[config.mk]
export PLATFORM = sky130hd
export DESIGN_NAME = ren_map_tracker
export DESIGN_NICKNAME = d
export VERILOG_FILES = /design/src/rtl/ren_trk_pkg.sv /design/src/rtl/ren_demand.sv /design/src/rtl/ren_file_ctr.sv /design/src/rtl/ren_map_tracker.sv
export SDC_FILE = /design/constraint.sdc
export NUM_CORES = 1
export LEC_CHECK = 0
export ABC_AREA = 1
export ABC_CLOCK_PERIOD_IN_PS = 5300
export CORE_MARGIN = 2
export CORE_UTILIZATION = 43
export CTS_CLUSTER_SIZE = 28
export DETAILED_ROUTE_END_ITERATION = 10
export GPL_TIMING_DRIVEN = 0
export PLACE_DENSITY = 0.86
export SETUP_SLACK_MARGIN = 0.02
export SLEW_MARGIN = 10
export SYNTH_ARGS = -nofsm -noshare
export SYNTH_HDL_FRONTEND = slang
export SYNTH_HIERARCHICAL = 1
export SYNTH_SLANG_ARGS = --single-unit
[constraint.sdc]
create_clock -name clk -period 5.3 [get_ports clk]
set_input_delay 0.53 -clock clk [delete_from_list [all_inputs] [get_ports clk]]
set_output_delay 0.53 -clock clk [all_outputs]
set_load 0.005 [all_outputs]
[src/rtl/ren_trk_pkg.sv]
package ren_trk_pkg;
  localparam int MASK_W = 32;
  typedef logic [MASK_W-1:0] fmask_t;

  // The base file covers every register, so bit 0 is forced on.
  function automatic fmask_t with_base(fmask_t m);
    return m | fmask_t'(1);
  endfunction
endpackage

[src/rtl/ren_demand.sv]
module ren_demand #(
  parameter int NUM_FILES = 4,
  parameter int NUM_DST   = 2,
  parameter int DEM_W     = 2
) (
  input  logic [NUM_DST-1:0]                      qry_vld,
  input  logic [NUM_DST*ren_trk_pkg::MASK_W-1:0]  qry_masks,
  output logic [NUM_FILES*DEM_W-1:0]              demand
);
  import ren_trk_pkg::*;

  always_comb begin
    demand = '0;
    for (int f = 0; f < NUM_FILES; f++) begin
      logic [DEM_W-1:0] acc;
      acc = '0;
      for (int d = 0; d < NUM_DST; d++) begin
        fmask_t m;
        m = with_base(qry_masks[d*MASK_W +: MASK_W]);
        if (qry_vld[d] && m[f]) acc = acc + DEM_W'(1);
      end
      demand[f*DEM_W +: DEM_W] = acc;
    end
  end
endmodule

[src/rtl/ren_file_ctr.sv]
module ren_file_ctr #(
  parameter int                 CNT_W = 8,
  parameter int                 DEM_W = 2,
  parameter logic [CNT_W-1:0]   LIMIT = '0
) (
  input  logic             clk,
  input  logic             rst,
  input  logic             alloc_hit,
  input  logic             rel_hit,
  input  logic [DEM_W-1:0] demand,
  output logic [CNT_W-1:0] used,
  output logic             full,
  output logic             under,
  output logic             refuse
);
  localparam logic             BOUNDED = (LIMIT != '0);
  localparam logic [CNT_W-1:0] CMAX    = '1;
  localparam int               SUM_W   = ((CNT_W > DEM_W) ? CNT_W : DEM_W) + 1;

  logic [CNT_W-1:0] used_q;
  logic             inc, dec;
  logic [SUM_W-1:0] need;

  assign inc   = alloc_hit && !(!BOUNDED && used_q == CMAX);
  assign dec   = rel_hit && (used_q != '0);
  assign under = rel_hit && (used_q == '0);
  assign full  = BOUNDED && (used_q >= LIMIT);
  assign need  = SUM_W'(demand) + SUM_W'(used_q);
  assign refuse = BOUNDED && (need > SUM_W'(LIMIT));
  assign used  = used_q;

  always_ff @(posedge clk) begin
    if (rst)
      used_q <= '0;
    else if (inc && !dec)
      used_q <= used_q + CNT_W'(1);
    else if (dec && !inc)
      used_q <= used_q - CNT_W'(1);
  end

  assert_limit_R6: assert property (@(posedge clk) disable iff (rst)
    BOUNDED |-> (used_q <= LIMIT));

  assert_no_underflow_R5: assert property (@(posedge clk) disable iff (rst)
    (rel_hit && !alloc_hit && used_q == '0) |=> (used_q == '0));

  assert_saturate_R8: assert property (@(posedge clk) disable iff (rst)
    (!BOUNDED && alloc_hit && !rel_hit && used_q == CMAX) |=> (used_q == CMAX));

  assert_grow_R3: assert property (@(posedge clk) disable iff (rst)
    (alloc_hit && !rel_hit && used_q != CMAX) |=> (used_q == $past(used_q) + CNT_W'(1)));
endmodule

[src/rtl/ren_map_tracker.sv]
module ren_map_tracker #(
  parameter int NUM_FILES = 4,
  parameter int CNT_W     = 8,
  parameter int NUM_DST   = 2,
  parameter logic [NUM_FILES*CNT_W-1:0] FILE_LIMITS = 32'h02_06_04_00
) (
  input  logic                                    clk,
  input  logic                                    rst,
  input  logic                                    alloc_vld,
  input  logic [ren_trk_pkg::MASK_W-1:0]          alloc_mask,
  input  logic                                    rel_vld,
  input  logic [ren_trk_pkg::MASK_W-1:0]          rel_mask,
  input  logic [NUM_DST-1:0]                      qry_vld,
  input  logic [NUM_DST*ren_trk_pkg::MASK_W-1:0]  qry_masks,
  output logic [ren_trk_pkg::MASK_W-1:0]          qry_busy,
  output logic [NUM_FILES*CNT_W-1:0]              file_used,
  output logic                                    err_flag
);
  import ren_trk_pkg::*;

  localparam int DEM_W = $clog2(NUM_DST + 1);

  fmask_t                    a_eff, r_eff, busy_n, busy_q;
  logic [NUM_FILES-1:0]      full_v, under_v, refuse_v, alloc_hit, rel_hit;
  logic [NUM_FILES-1:0]      unbounded_v;
  logic [NUM_FILES*DEM_W-1:0] demand;
  logic                      alloc_ok, err_q;

  assign a_eff    = with_base(alloc_mask);
  assign r_eff    = with_base(rel_mask);
  assign alloc_ok = alloc_vld && ((a_eff[NUM_FILES-1:0] & full_v) == '0);
  assign alloc_hit = {NUM_FILES{alloc_ok}} & a_eff[NUM_FILES-1:0];
  assign rel_hit   = {NUM_FILES{rel_vld}}  & r_eff[NUM_FILES-1:0];

  ren_demand #(.NUM_FILES(NUM_FILES), .NUM_DST(NUM_DST), .DEM_W(DEM_W)) u_dem (
    .qry_vld   (qry_vld),
    .qry_masks (qry_masks),
    .demand    (demand)
  );

  for (genvar f = 0; f < NUM_FILES; f++) begin : g_file
    localparam logic [CNT_W-1:0] LIM = FILE_LIMITS[f*CNT_W +: CNT_W];
    assign unbounded_v[f] = (LIM == '0);
    ren_file_ctr #(.CNT_W(CNT_W), .DEM_W(DEM_W), .LIMIT(LIM)) u_ctr (
      .clk       (clk),
      .rst       (rst),
      .alloc_hit (alloc_hit[f]),
      .rel_hit   (rel_hit[f]),
      .demand    (demand[f*DEM_W +: DEM_W]),
      .used      (file_used[f*CNT_W +: CNT_W]),
      .full      (full_v[f]),
      .under     (under_v[f]),
      .refuse    (refuse_v[f])
    );
  end

  always_comb begin
    busy_n = '0;
    busy_n[NUM_FILES-1:0] = refuse_v;
  end

  always_ff @(posedge clk) begin
    if (rst) begin
      busy_q <= '0;
      err_q  <= 1'b0;
    end else begin
      busy_q <= busy_n;
      err_q  <= err_q | (alloc_vld && !alloc_ok) | (|under_v);
    end
  end

  assign qry_busy = busy_q;
  assign err_flag = err_q;

  assert_err_sticky_R10: assert property (@(posedge clk) disable iff (rst)
    err_flag |=> err_flag);

  assert_refused_stable_R6: assert property (@(posedge clk) disable iff (rst)
    (alloc_vld && !alloc_ok && !rel_vld) |=> ($stable(file_used) && err_flag));

  assert_unbounded_free_R8: assert property (@(posedge clk) disable iff (rst)
    (qry_busy[NUM_FILES-1:0] & unbounded_v) == '0);

  assert_underflow_err_R5: assert property (@(posedge clk) disable iff (rst)
    (|under_v) |=> err_flag);
endmodule

---- Word-level counts from Yosys, hierarchy flattened ----
Cells that the tools add are included.
operators by class
  add/subtract/negate cells ............... 14
  $lt $le $gt $ge ......................... 6
  equal/unequal tests ..................... 1
  multiplexer cells ....................... 14
  bitwise gates (word level) .............. 5
  reductions and logical operators ........ 49
operators with widths
  cell                 number
  $mux 8               8
  $add 8x1->8 const B  4
  $logic_not 8->1      4
  $reduce_bool 8->1    4
  $sub 8x1->8 const B  4
  $add 2x8->9          3
  $logic_and 1x1->1    25
  $gt 9x3->1 const B   2
  $ge 8x3->1 const B   2
  $and 4x4->4          3
  $logic_not 1->1      10
  $gt 9x2->1 const B   1
  $eq 8x8->1 const B   1
  $ge 8x2->1 const B   1
  $reduce_bool 2->1    4
  $add 2x1->2 const B  3
  $mux 2               3
  $logic_not 4->1      1
  $reduce_or 4->1      1
  $mux 1               3
  $or 1x1->1           2
word-level totals
  bits in registers ....................... 65

---- Longest topological paths before layout ----
Gate-level depths: netlist of run 1.
  word-level depth ........................ 10
  gate-level depth with buffers ........... 21
  mapped depth without buffers ............ 21

---- Hierarchy ----
The synthesis of run 1 kept the hierarchy.
modules (own cells, without submodules)
  module                          instances  cells an instance  area an instance (um2)  sequential area each (um2)
  ren_file_ctr (g_file[2].u_ctr)  1          123                807.0                   160.2
  ren_file_ctr (g_file[1].u_ctr)  1          126                798.3                   160.2
  ren_file_ctr (g_file[3].u_ctr)  1          123                782.0                   160.2
  ren_file_ctr (g_file[0].u_ctr)  1          106                713.2                   160.2
  ren_map_tracker                 1          70                 464.2                   100.1
  ren_demand                      1          16                 95.1                    0.0

---- Worst setup path before layout of run 1 ----
Ideal clock, no wire load.
  kind .................................... register to register
  from .................................... register g_file[1].u_ctr.used_q[6]
  to ...................................... register g_file[0].u_ctr.used_q[7]
  setup time .............................. 109 ps
  arrival ................................. 2418 ps
  data required time ...................... 5191 ps
  slack ................................... 2773 ps
  cell stages (with the launch flop) ...... 19
  path buffers ............................ 0
  cell sequence ........................... dfxtp_1 > nor4_2 > nand2_1 > nand2_2 > nand2_2 > nor2_2 > nand2_2 > inv_1 > o21a_1 > ha_1 > inv_1 > ha_1 > or2_4 > nand3_1 > nand2_1 > nand2_1 > nand3_1 > nand2_1 > inv_1
between the ends
  cells in the longest elaborated chain, start to end .. 9
RTL lines
  item                         RTL line               source
  from (decl)                  ren_file_ctr.sv:20     logic [CNT_W-1:0] used_q;
  from (signal assigned)       ren_file_ctr.sv:36     used_q <= used_q + CNT_W'(1);
  from (signal assigned)       ren_file_ctr.sv:38     used_q <= used_q - CNT_W'(1);
  $ge 8x3->1 *                 ren_file_ctr.sv:27     assign full = BOUNDED && (used_q >= LIMIT);
  named net full_v[1]          ren_map_tracker.sv:24  logic [NUM_FILES-1:0] full_v, under_v, refuse_v, alloc_hit, rel_hit;
  $and 4x4->4 *                ren_map_tracker.sv:31  assign alloc_ok = alloc_vld && ((a_eff[NUM_FILES-1:0] & full_v) == '0);
  $logic_not 4->1 *            ren_map_tracker.sv:31
  $logic_and 1x1->1 *          ren_map_tracker.sv:31
  $and 4x4->4 *                ren_map_tracker.sv:32  assign alloc_hit = {NUM_FILES{alloc_ok}} & a_eff[NUM_FILES-1:0];
  named net alloc_hit[0]       ren_map_tracker.sv:24
  $logic_and 1x1->1 *          ren_file_ctr.sv:24     assign inc = alloc_hit && !(!BOUNDED && used_q == CMAX);
  $logic_not 1->1              ren_file_ctr.sv:37     else if (dec && !inc)
  $logic_and 1x1->1            ren_file_ctr.sv:37
  $reduce_bool 2->1 (no line)  --
  to (signal assigned)         ren_file_ctr.sv:36
  to (signal assigned)         ren_file_ctr.sv:38
  to (decl)                    ren_file_ctr.sv:20
The timed path passes the listed nets; every way through them passes the cells marked *.
A chain may end at the register's enable or synchronous reset.

---- Worst setup path after layout of run 1 ----
  from .................................... register g_file[1].u_ctr.used_q[7]
  to ...................................... register g_file[0].u_ctr.used_q[6]
The elaborated chain is that of the path after synthesis.

==> impl_metrics.yaml, run 1 <==
run_status:
  status: "completed"
layout:
  utilization_pct: 55.08
  final_cells: 758
  diodes: 0
  area.growth.synth_to_final_pct: 24.08
  drive_gt1_share_pct: 10.72
  final.fill_count: 814
  fin_nets: 831
sta:
  period_share_pct: 54.13
  slew_headroom_pct: 61.39
  hold_viol: 0
  fin_hold_ws_ns: 0.5818
  rsz0062_at_grt: "no"
  slew_violations: 0
  tightest_slew_ns: 0.5774
  fin_skew_ns: 0.003781
  setup_tns_ns: 0
  finalSetupViolCount: 0
  maxClockFrequency_mhz: 348.6
  finalCriticalPeriod_ns: 2.869
floorplanning:
  die-width_um: 96.10
  rows: 33
  core_mm2: 0.008217
  dieArea_mm2: 0.009234
  start_util_pct: 44.39
  num_io_pins: 199
  die_h_um: 96.10
global_routing:
  grt_remaining_overflow: 0
  grt_antenna_before_repair: 0
  grtUsageTotal_pct: 18.99
  grt_max_degree: 14
  grt_pass1_wl_um: 14070
  grt_pass1_vias: 3328
pwr:
  finalPower_w: 0.002452
  clkPwrFrac_pct: 9.3
  p_comb_share_pct: 68.9
  switchingPower_w: 0.001175
  max-vdd-ir-drop_mv: 0.2487
  switching_share_pct: 47.90
  seqPwrFrac_pct: 21.8
  intPower_w: 0.001277
  p_per_area_mw_per_mm2: 541.8
  p_leak_nw: 2.507
clock_network:
  cts_setup_buffers: 0
  cts_buffers: 5
  tritoncts: "built"
  path_clk_slew_ns: 0.08
  cts_root_buf: "clkbuf_8"
  clockBufferDepth: 2
  cts_hold_buffers: 0
  cts_max_level: 2
  cts_sinks: 37
  cts_resized: 0
  clk_latency_ns: 0.29
drt:
  top_layer_used: "met4"
  drc: 0
  firstDrtPassIters: 4
  wl_met3_um: 401
  routed_wl_um: 8341
  vias: 3554
  wl_met2_um: 4112
  wire_per_inst_um: 11.00
  viasPerCell: 4.689
  drtIter0Drc: 83
  m1WireLength_um: 3656
  drt.antenna.violating_nets: 0
critical_path:
  cp.arrival_ns: 3.06
  worst-path-max-fanout: 7
  crit_required_ns: 5.49
  crit_type: "reg -> reg"
  start_kind: "flop"
  crit_path_end_kind: "flop"
placement:
  dp_hpwl_um: 6753
  place_congestion: 0.8908
  dp_cells: 750
  place.port_buffers: 54
yosys:
  netlist_instances: 563
  synth_warnings: 6
  synth_area_mm2: 0.003647
  synth.avg_cell_area_um2: 6.478
min_path:
  worstHoldPathType: "reg -> reg"
run:
  drv_cap: 0
-- critical path, stage by stage, from the launching register on --
cell and delay (ns):
dfxtp_1 0.37, nor4_2 0.41, nand2_1 0.11, nand2_2 0.09
nand2_2 0.05, nor2_2 0.10, nand2_2 0.09, inv_1 0.06
o21a_1 0.11, ha_1 0.20, inv_1 0.16, fa_1 0.43
nand2_1 0.09, nand2_1 0.09, nand3b_1 0.15, a21oi_1 0.08
nor2_1 0.11, nor2_1 0.05
-- worst paths after layout --
check	start	endpoint	slack, ns	depth (start not counted)
worst max-delay path	g_file[1].u_ctr/used[7]	g_file[0].u_ctr/used[6]	2.43	17
worst min-delay path	g_file[3].u_ctr/used[4]	g_file[3].u_ctr/used[4]	0.58	4
worst max register to register	g_file[1].u_ctr/used[7]	g_file[0].u_ctr/used[6]	2.43	17
worst min register to register	g_file[3].u_ctr/used[4]	g_file[3].u_ctr/used[4]	0.58	4
-- through the flow --
stage                     setup slack, ns  cell area [um2]
final                               2.431             4526
after global routing                2.105             4526
after CTS                           2.383             4526
after detailed placement            2.299             4424
after global placement              2.346             4424
after floorplan                     2.773             3752
-- per-layer routing --
metal	vias up	GRT usage (%)
li1	1859	-
met1	1583	22.07
met2	94	34.43
met3	18	3.759
met4	0	6.548
met5	-	0
-- layout by cell type (no fill, tap or decap), types with 2 or more instances in the layout --
cell type and instances:
a211oi_1 2, a21oi_1 22, a21oi_2 4, a21oi_4 2, buf_2 2, buf_4 31
clkbuf_1 2, clkbuf_8 7, clkdlybuf4s50_1 54, conb_1 30, dfxtp_1 37, fa_1 7
ha_1 38, inv_1 108, inv_2 6, nand2_1 135, nand2_2 8, nand3_1 40
nand3b_1 6, nand4_1 10, nor2_1 57, nor3_1 2, nor4_1 3, o211ai_1 2
o21ai_0 6, o21ai_1 2, o22ai_1 2, or2_1 4, or2_4 3, xor2_1 10
xor2_2 2
-- power by group through the flow --
stage | registers, W | logic [W] | clock network (W)
3_5_place_dp | 0.000540 | 0.00168 | 0
5_1_grt | 0.000558 | 0.00193 | 0.000248
4_1_cts | 0.000534 | 0.00169 | 0.000235
3_3_place_gp | 0.000536 | 0.00160 | 0
2_1_floorplan | 0.000521 | 0.00121 | 0
6_report | 0.000534 | 0.00169 | 0.000228
-- sequential cells by signal, summed over array words and instances (netlist names) --
name,flops
qry_busy,4
err_flag,1
g_file.u_ctr/used,32
-- layout make-up --
type	count	area (um2)	area share, %
multi-input combinational	404	2322	51.31
sequential	37	740.7	16.37
timing repair buffer	54	540.5	11.94
inverter	114	427.9	9.455
buffer	36	261.5	5.778
tap	105	131.4	2.903
clock buffer	7	96.34	2.129
clock inverter	1	5.005	0.1106
No activity file was read; power rests on OpenSTA's default activity.
==> run 2, diff against run 1 <==
--- a/config.mk
+++ b/config.mk
@@ -6,13 +6,13 @@
 export NUM_CORES = 1
 export LEC_CHECK = 0
 export ABC_AREA = 1
-export ABC_CLOCK_PERIOD_IN_PS = 5300
+export ABC_CLOCK_PERIOD_IN_PS = 2600
 export CORE_MARGIN = 2
-export CORE_UTILIZATION = 43
+export CORE_UTILIZATION = 36
 export CTS_CLUSTER_SIZE = 28
 export DETAILED_ROUTE_END_ITERATION = 10
 export GPL_TIMING_DRIVEN = 0
-export PLACE_DENSITY = 0.86
+export PLACE_DENSITY = 0.76
 export SETUP_SLACK_MARGIN = 0.02
 export SLEW_MARGIN = 10
 export SYNTH_ARGS = -nofsm -noshare
==> constraint.sdc (replaced) <==
create_clock -name clk -period 2.6 [get_ports clk]
set_input_delay 0.26 -clock clk [delete_from_list [all_inputs] [get_ports clk]]
set_output_delay 0.26 -clock clk [all_outputs]
set_load 0.005 [all_outputs]
==> impl_metrics.yaml, run 2 (synthesized netlist as in run 1, its figures left out) <==
critical_path:
  worst-path-max-fanout: 7
  cp.arrival_ns: 2.75
  crit_path_end_kind: "flop"
  start_kind: "flop"
  crit_type: "reg -> reg"
  crit_required_ns: 2.78
  r2r_slack_ns: 0.03
layout:
  fin_nets: 845
  area.growth.synth_to_final_pct: 38.83
  drive_gt1_share_pct: 21.65
  largest_register_ff_count: 32
  diodes: 0
  final_cell_mix: "nand2_1, inv_1, clkdlybuf4s50_1"
  final_common_cell: "nand2_1"
clock_network:
  tritoncts: "built"
  cts_sinks: 37
  cts_hold_buffers: 0
  clk_latency_ns: 0.28
  cts_max_level: 2
  path_clk_slew_ns: 0.08
  cts_root_buf: "clkbuf_8"
  clockBufferDepth: 2
  cts_buffers: 5
sta:
  tightest_slew_ns: 0.5556
  finalSetupViolCount: 0
  period_share_pct: 98.91
  setup_tns_ns: 0
  maxClockFrequency_mhz: 388.8
  slew_headroom_pct: 62.85
  hold_viol: 0
  rsz0062_at_grt: "yes"
  fin_skew_ns: 0.006891
  fin_hold_ws_ns: 0.5756
  finalCriticalPeriod_ns: 2.572
  slew_violations: 0
floorplanning:
  core_mm2: 0.009819
  dieArea_mm2: 0.01095
  die_h_um: 104.7
  num_io_pins: 199
  start_util_pct: 37.14
  rows: 36
  die-width_um: 104.7
drt:
  wire_per_inst_um: 11.07
  drc: 0
  routed_wl_um: 8831
  drtIter0Drc: 76
  vias: 3552
  viasPerCell: 4.451
  drt.antenna.violating_nets: 0
  firstDrtPassIters: 4
placement:
  dp_hpwl_um: 6494
  place_congestion: 0.8626
  place.port_buffers: 54
global_routing:
  grt_antenna_before_repair: 0
  grt_remaining_overflow: 0
  grtUsageTotal_pct: 16.33
  grt_pass1_vias: 3397
  grt_max_degree: 14
  grt_pass1_wl_um: 15060
pwr:
  p_per_area_mw_per_mm2: 1104
  finalPower_w: 0.005590
  p_leak_nw: 2.606
  max-vdd-ir-drop_mv: 0.5942
run_status:
  status: "completed"
run:
  drv_cap: 0
min_path:
  worstHoldPathType: "reg -> reg"
run 2: area by class of cell:
class / count / area [um2]
fill: 969 / 4756
multi-input combinational: 404 / 2720
sequential: 37 / 748.2
timing repair buffer: 68 / 645.6
inverter: 114 / 447.9
buffer: 36 / 261.5
tap: 133 / 166.4
clock buffer: 5 / 68.82
clock inverter: 1 / 5.005
run 2: per-layer routing:
layer / GRT usage, % / up-vias / wire [um]
li1: - / 1887 / -
met1: 20.53 / 1586 / 4009
met2: 29.37 / 69 / 4321
met3: 3.119 / 10 / 391
met4: 2.667 / 0 / 108
met5: 0 / - / 0
run 2: path summary, 6_finish.rpt:
path,cells past startpoint,end,start
worst max-delay path,20,g_file[0].u_ctr/used[7],g_file[3].u_ctr/used[4]
worst max register to register,20,g_file[0].u_ctr/used[7],g_file[3].u_ctr/used[4]
worst min register to register,4,g_file[3].u_ctr/used[5],g_file[3].u_ctr/used[5]
worst min-delay path,4,g_file[3].u_ctr/used[5],g_file[3].u_ctr/used[5]
run 2: critical path, stage by stage (launching register included):
cell     delay [ns]
dfxtp_2        0.33
inv_2          0.07
nand2_4        0.06
nor3_4         0.21
nand3_2        0.10
nand2_2        0.10
nand2_2        0.07
nor2_4         0.12
nand2_4        0.08
inv_1          0.05
o21a_1         0.12
ha_2           0.22
inv_6          0.08
ha_4           0.30
nand2_2        0.06
nor2_2         0.12
nand3_2        0.10
nand3_1        0.11
nand3_1        0.09
nand2_1        0.07
inv_1          0.03
run 2: power breakdown:
group          internal (W)  switching, W  leakage, nW
clock network      0.000177      0.000208       0.0399
registers          0.000797      0.000369        0.308
logic               0.00199       0.00205         2.26
total               0.00296       0.00263         2.61
run 2: stage by stage:
step	std cells	instance area [um2]	util (%)	setup WS (ns)
floorplan	591	3752	-	0.07281
global placement	778	4459	45.41	-0.2652
detailed placement	778	4459	45.41	-0.3009
CTS	794	4868	49.58	0.01668
global route	798	5064	51.57	-0.1247
finish	798	5064	51.57	0.02824
run 2: what timing repair did:
item                       CTS  global route
setup buffers               10             4
gates resized for setup     44            36
pin swaps                   14            20
setup endpoints to repair   26            26
==> run 3, diff against run 2 <==
--- a/config.mk
+++ b/config.mk
@@ -8,11 +8,12 @@
 export ABC_AREA = 1
 export ABC_CLOCK_PERIOD_IN_PS = 2600
 export CORE_MARGIN = 2
-export CORE_UTILIZATION = 36
+export CORE_UTILIZATION = 37
+export CTS_BUF_LIST = sky130_fd_sc_hd__clkbuf_4 sky130_fd_sc_hd__clkbuf_8
 export CTS_CLUSTER_SIZE = 28
 export DETAILED_ROUTE_END_ITERATION = 10
 export GPL_TIMING_DRIVEN = 0
-export PLACE_DENSITY = 0.76
+export PLACE_DENSITY = 0.78
 export SETUP_SLACK_MARGIN = 0.02
 export SLEW_MARGIN = 10
 export SYNTH_ARGS = -nofsm -noshare
==> impl_metrics.yaml, run 3 (synthesized netlist as in run 1, its figures left out) <==
clock_network:
  cts_buffers: 5
  cts_max_level: 2
  clockBufferDepth: 2
  cts_hold_buffers: 0
  path_clk_slew_ns: 0.08
  tritoncts: "built"
  cts_root_buf: "clkbuf_8"
  clk_latency_ns: 0.29
  cts_sinks: 37
sta:
  hold_viol: 0
  rsz0062_at_grt: "yes"
  period_share_pct: 98.65
  finalSetupViolCount: 0
  slew_violations: 0
  finalCriticalPeriod_ns: 2.565
  fin_skew_ns: 0.008143
  fin_hold_ws_ns: 0.5413
  tightest_slew_ns: 0.5891
  slew_headroom_pct: 60.60
  maxClockFrequency_mhz: 389.9
placement:
  place.port_buffers: 54
  dp_hpwl_um: 6538
  place_congestion: 0.8665
critical_path:
  rr_worst_depth: 18
  crit_path_end_kind: "flop"
  cp.arrival_ns: 2.76
  crit_slowest_cell: "dfxtp_4"
  path_cells: "nor4_4 > nand2_1 > nand2_2 > nand2_2 > nor2_2 > nand2_2 > buf_4 > nor2_4 > ha_4 > inv_6 > ha_4 > or2_4 > nand3b_1 > nand2_1 > nand2_1 > nand3_1 > nand2_1 > inv_1"
  start_kind: "flop"
  crit_required_ns: 2.80
  worst-path-max-fanout: 7
  crit_top_cell: "nand2_1"
  critical-path-max-stage-delay_ns: 0.37
  crit_type: "reg -> reg"
  r2r_slack_ns: 0.04
drt:
  drt.antenna.violating_nets: 0
  wire_per_inst_um: 11.27
  drtIter0Drc: 79
  drc: 0
  firstDrtPassIters: 5
  routed_wl_um: 8993
  viasPerCell: 4.410
  vias: 3519
global_routing:
  grt_remaining_overflow: 0
  grt_pass1_wl_um: 14280
  grtUsageTotal_pct: 16.84
  grt_antenna_before_repair: 0
  grt_pass1_vias: 3188
  grt_max_degree: 14
floorplanning:
  num_io_pins: 199
  core_mm2: 0.009684
  rows: 36
  die-width_um: 103.3
  dieArea_mm2: 0.01067
  start_util_pct: 37.66
  die_h_um: 103.3
layout:
  area.growth.synth_to_final_pct: 39.42
  largest_register_ff_count: 32
  fin_nets: 844
  diodes: 0
  utilization_pct: 52.51
  final.fill_count: 948
  drive_gt1_share_pct: 22.26
  final_common_cell: "nand2_1"
  final_cell_mix: "nand2_1, inv_1, nor2_1, clkdlybuf4s50_1, buf_4"
min_path:
  hold_depth: 2
  worstHoldPathType: "reg -> reg"
pwr:
  p_per_area_mw_per_mm2: 1111
  finalPower_w: 0.005650
  max-vdd-ir-drop_mv: 0.4215
  p_leak_nw: 2.601
run_status:
  status: "completed"
run:
  drv_cap: 0
run 3: cell count changes in the layout (fill, tap and decap cells not counted), sizes merged:
| cell | change |
|---|---|
| clkinv | -1 |
| buf | -1 |
| clkbuf | +2 |
run 3: what timing repair did:
action | in CTS | in global routing
gates resized for setup | 38 | 46
pin swaps | 8 | 18
setup endpoints to repair | 25 | 25
setup buffers | 5 | 8
run 3: stage by stage:
stage | setup TNS (ns) | worst slack (ns) | cell area [um2] | std cells
floorplan | 0 | 0.07281 | 3752 | 591
global placement | -4.055 | -0.2681 | 4459 | 778
detailed placement | -4.662 | -0.3107 | 4459 | 778
CTS | 0 | 0.01379 | 4828 | 790
global route | -1.737 | -0.1411 | 5085 | 798
finish | 0 | 0.03505 | 5085 | 798
run 3: layout make-up:
cell class	instances	area, um2	share of cell area [%]
Clock buffer	7	90.09	1.772
Timing Repair Buffer	67	638.1	12.55
Tap cell	133	166.4	3.273
Multi-Input combinational cell	404	2730	53.69
Buffer	36	261.5	5.143
Sequential cell	37	750.7	14.76
Inverter	114	447.9	8.809
run 3: final timing paths:
check	startpoint	end
max reg2reg	g_file[1].u_ctr/used[7]	g_file[3].u_ctr/used[5]
min reg2reg	g_file[2].u_ctr/used[1]	g_file[2].u_ctr/used[1]
min	g_file[2].u_ctr/used[1]	g_file[2].u_ctr/used[1]
max	g_file[1].u_ctr/used[7]	g_file[3].u_ctr/used[5]
run 3: where the power goes:
part	leakage (nW)	internal, W	total, W	switching (W)
Clock	0.0477	0.000221	0.000440	0.000218
Sequential	0.309	0.000799	0.00117	0.000374
Combinational	2.24	0.00198	0.00404	0.00205
Total	2.60	0.00301	0.00565	0.00264
run 3: metal layers:
metal | track usage (%) | up-vias | wire [um]
met3 | 3.024 | 9 | 379
met1 | 21.49 | 1549 | 4078
li1 | - | 1887 | -
met4 | 4.555 | 0 | 87
met5 | 0 | - | 0
met2 | 29.27 | 74 | 4448
run 3: worst max-delay path, delay by kind of cell, from the launching register on:
kind	cells	cell delay (ns)
simple gates	13	1.45
fa+ha+maj	2	0.39
flops	1	0.37
buf+inv	3	0.25
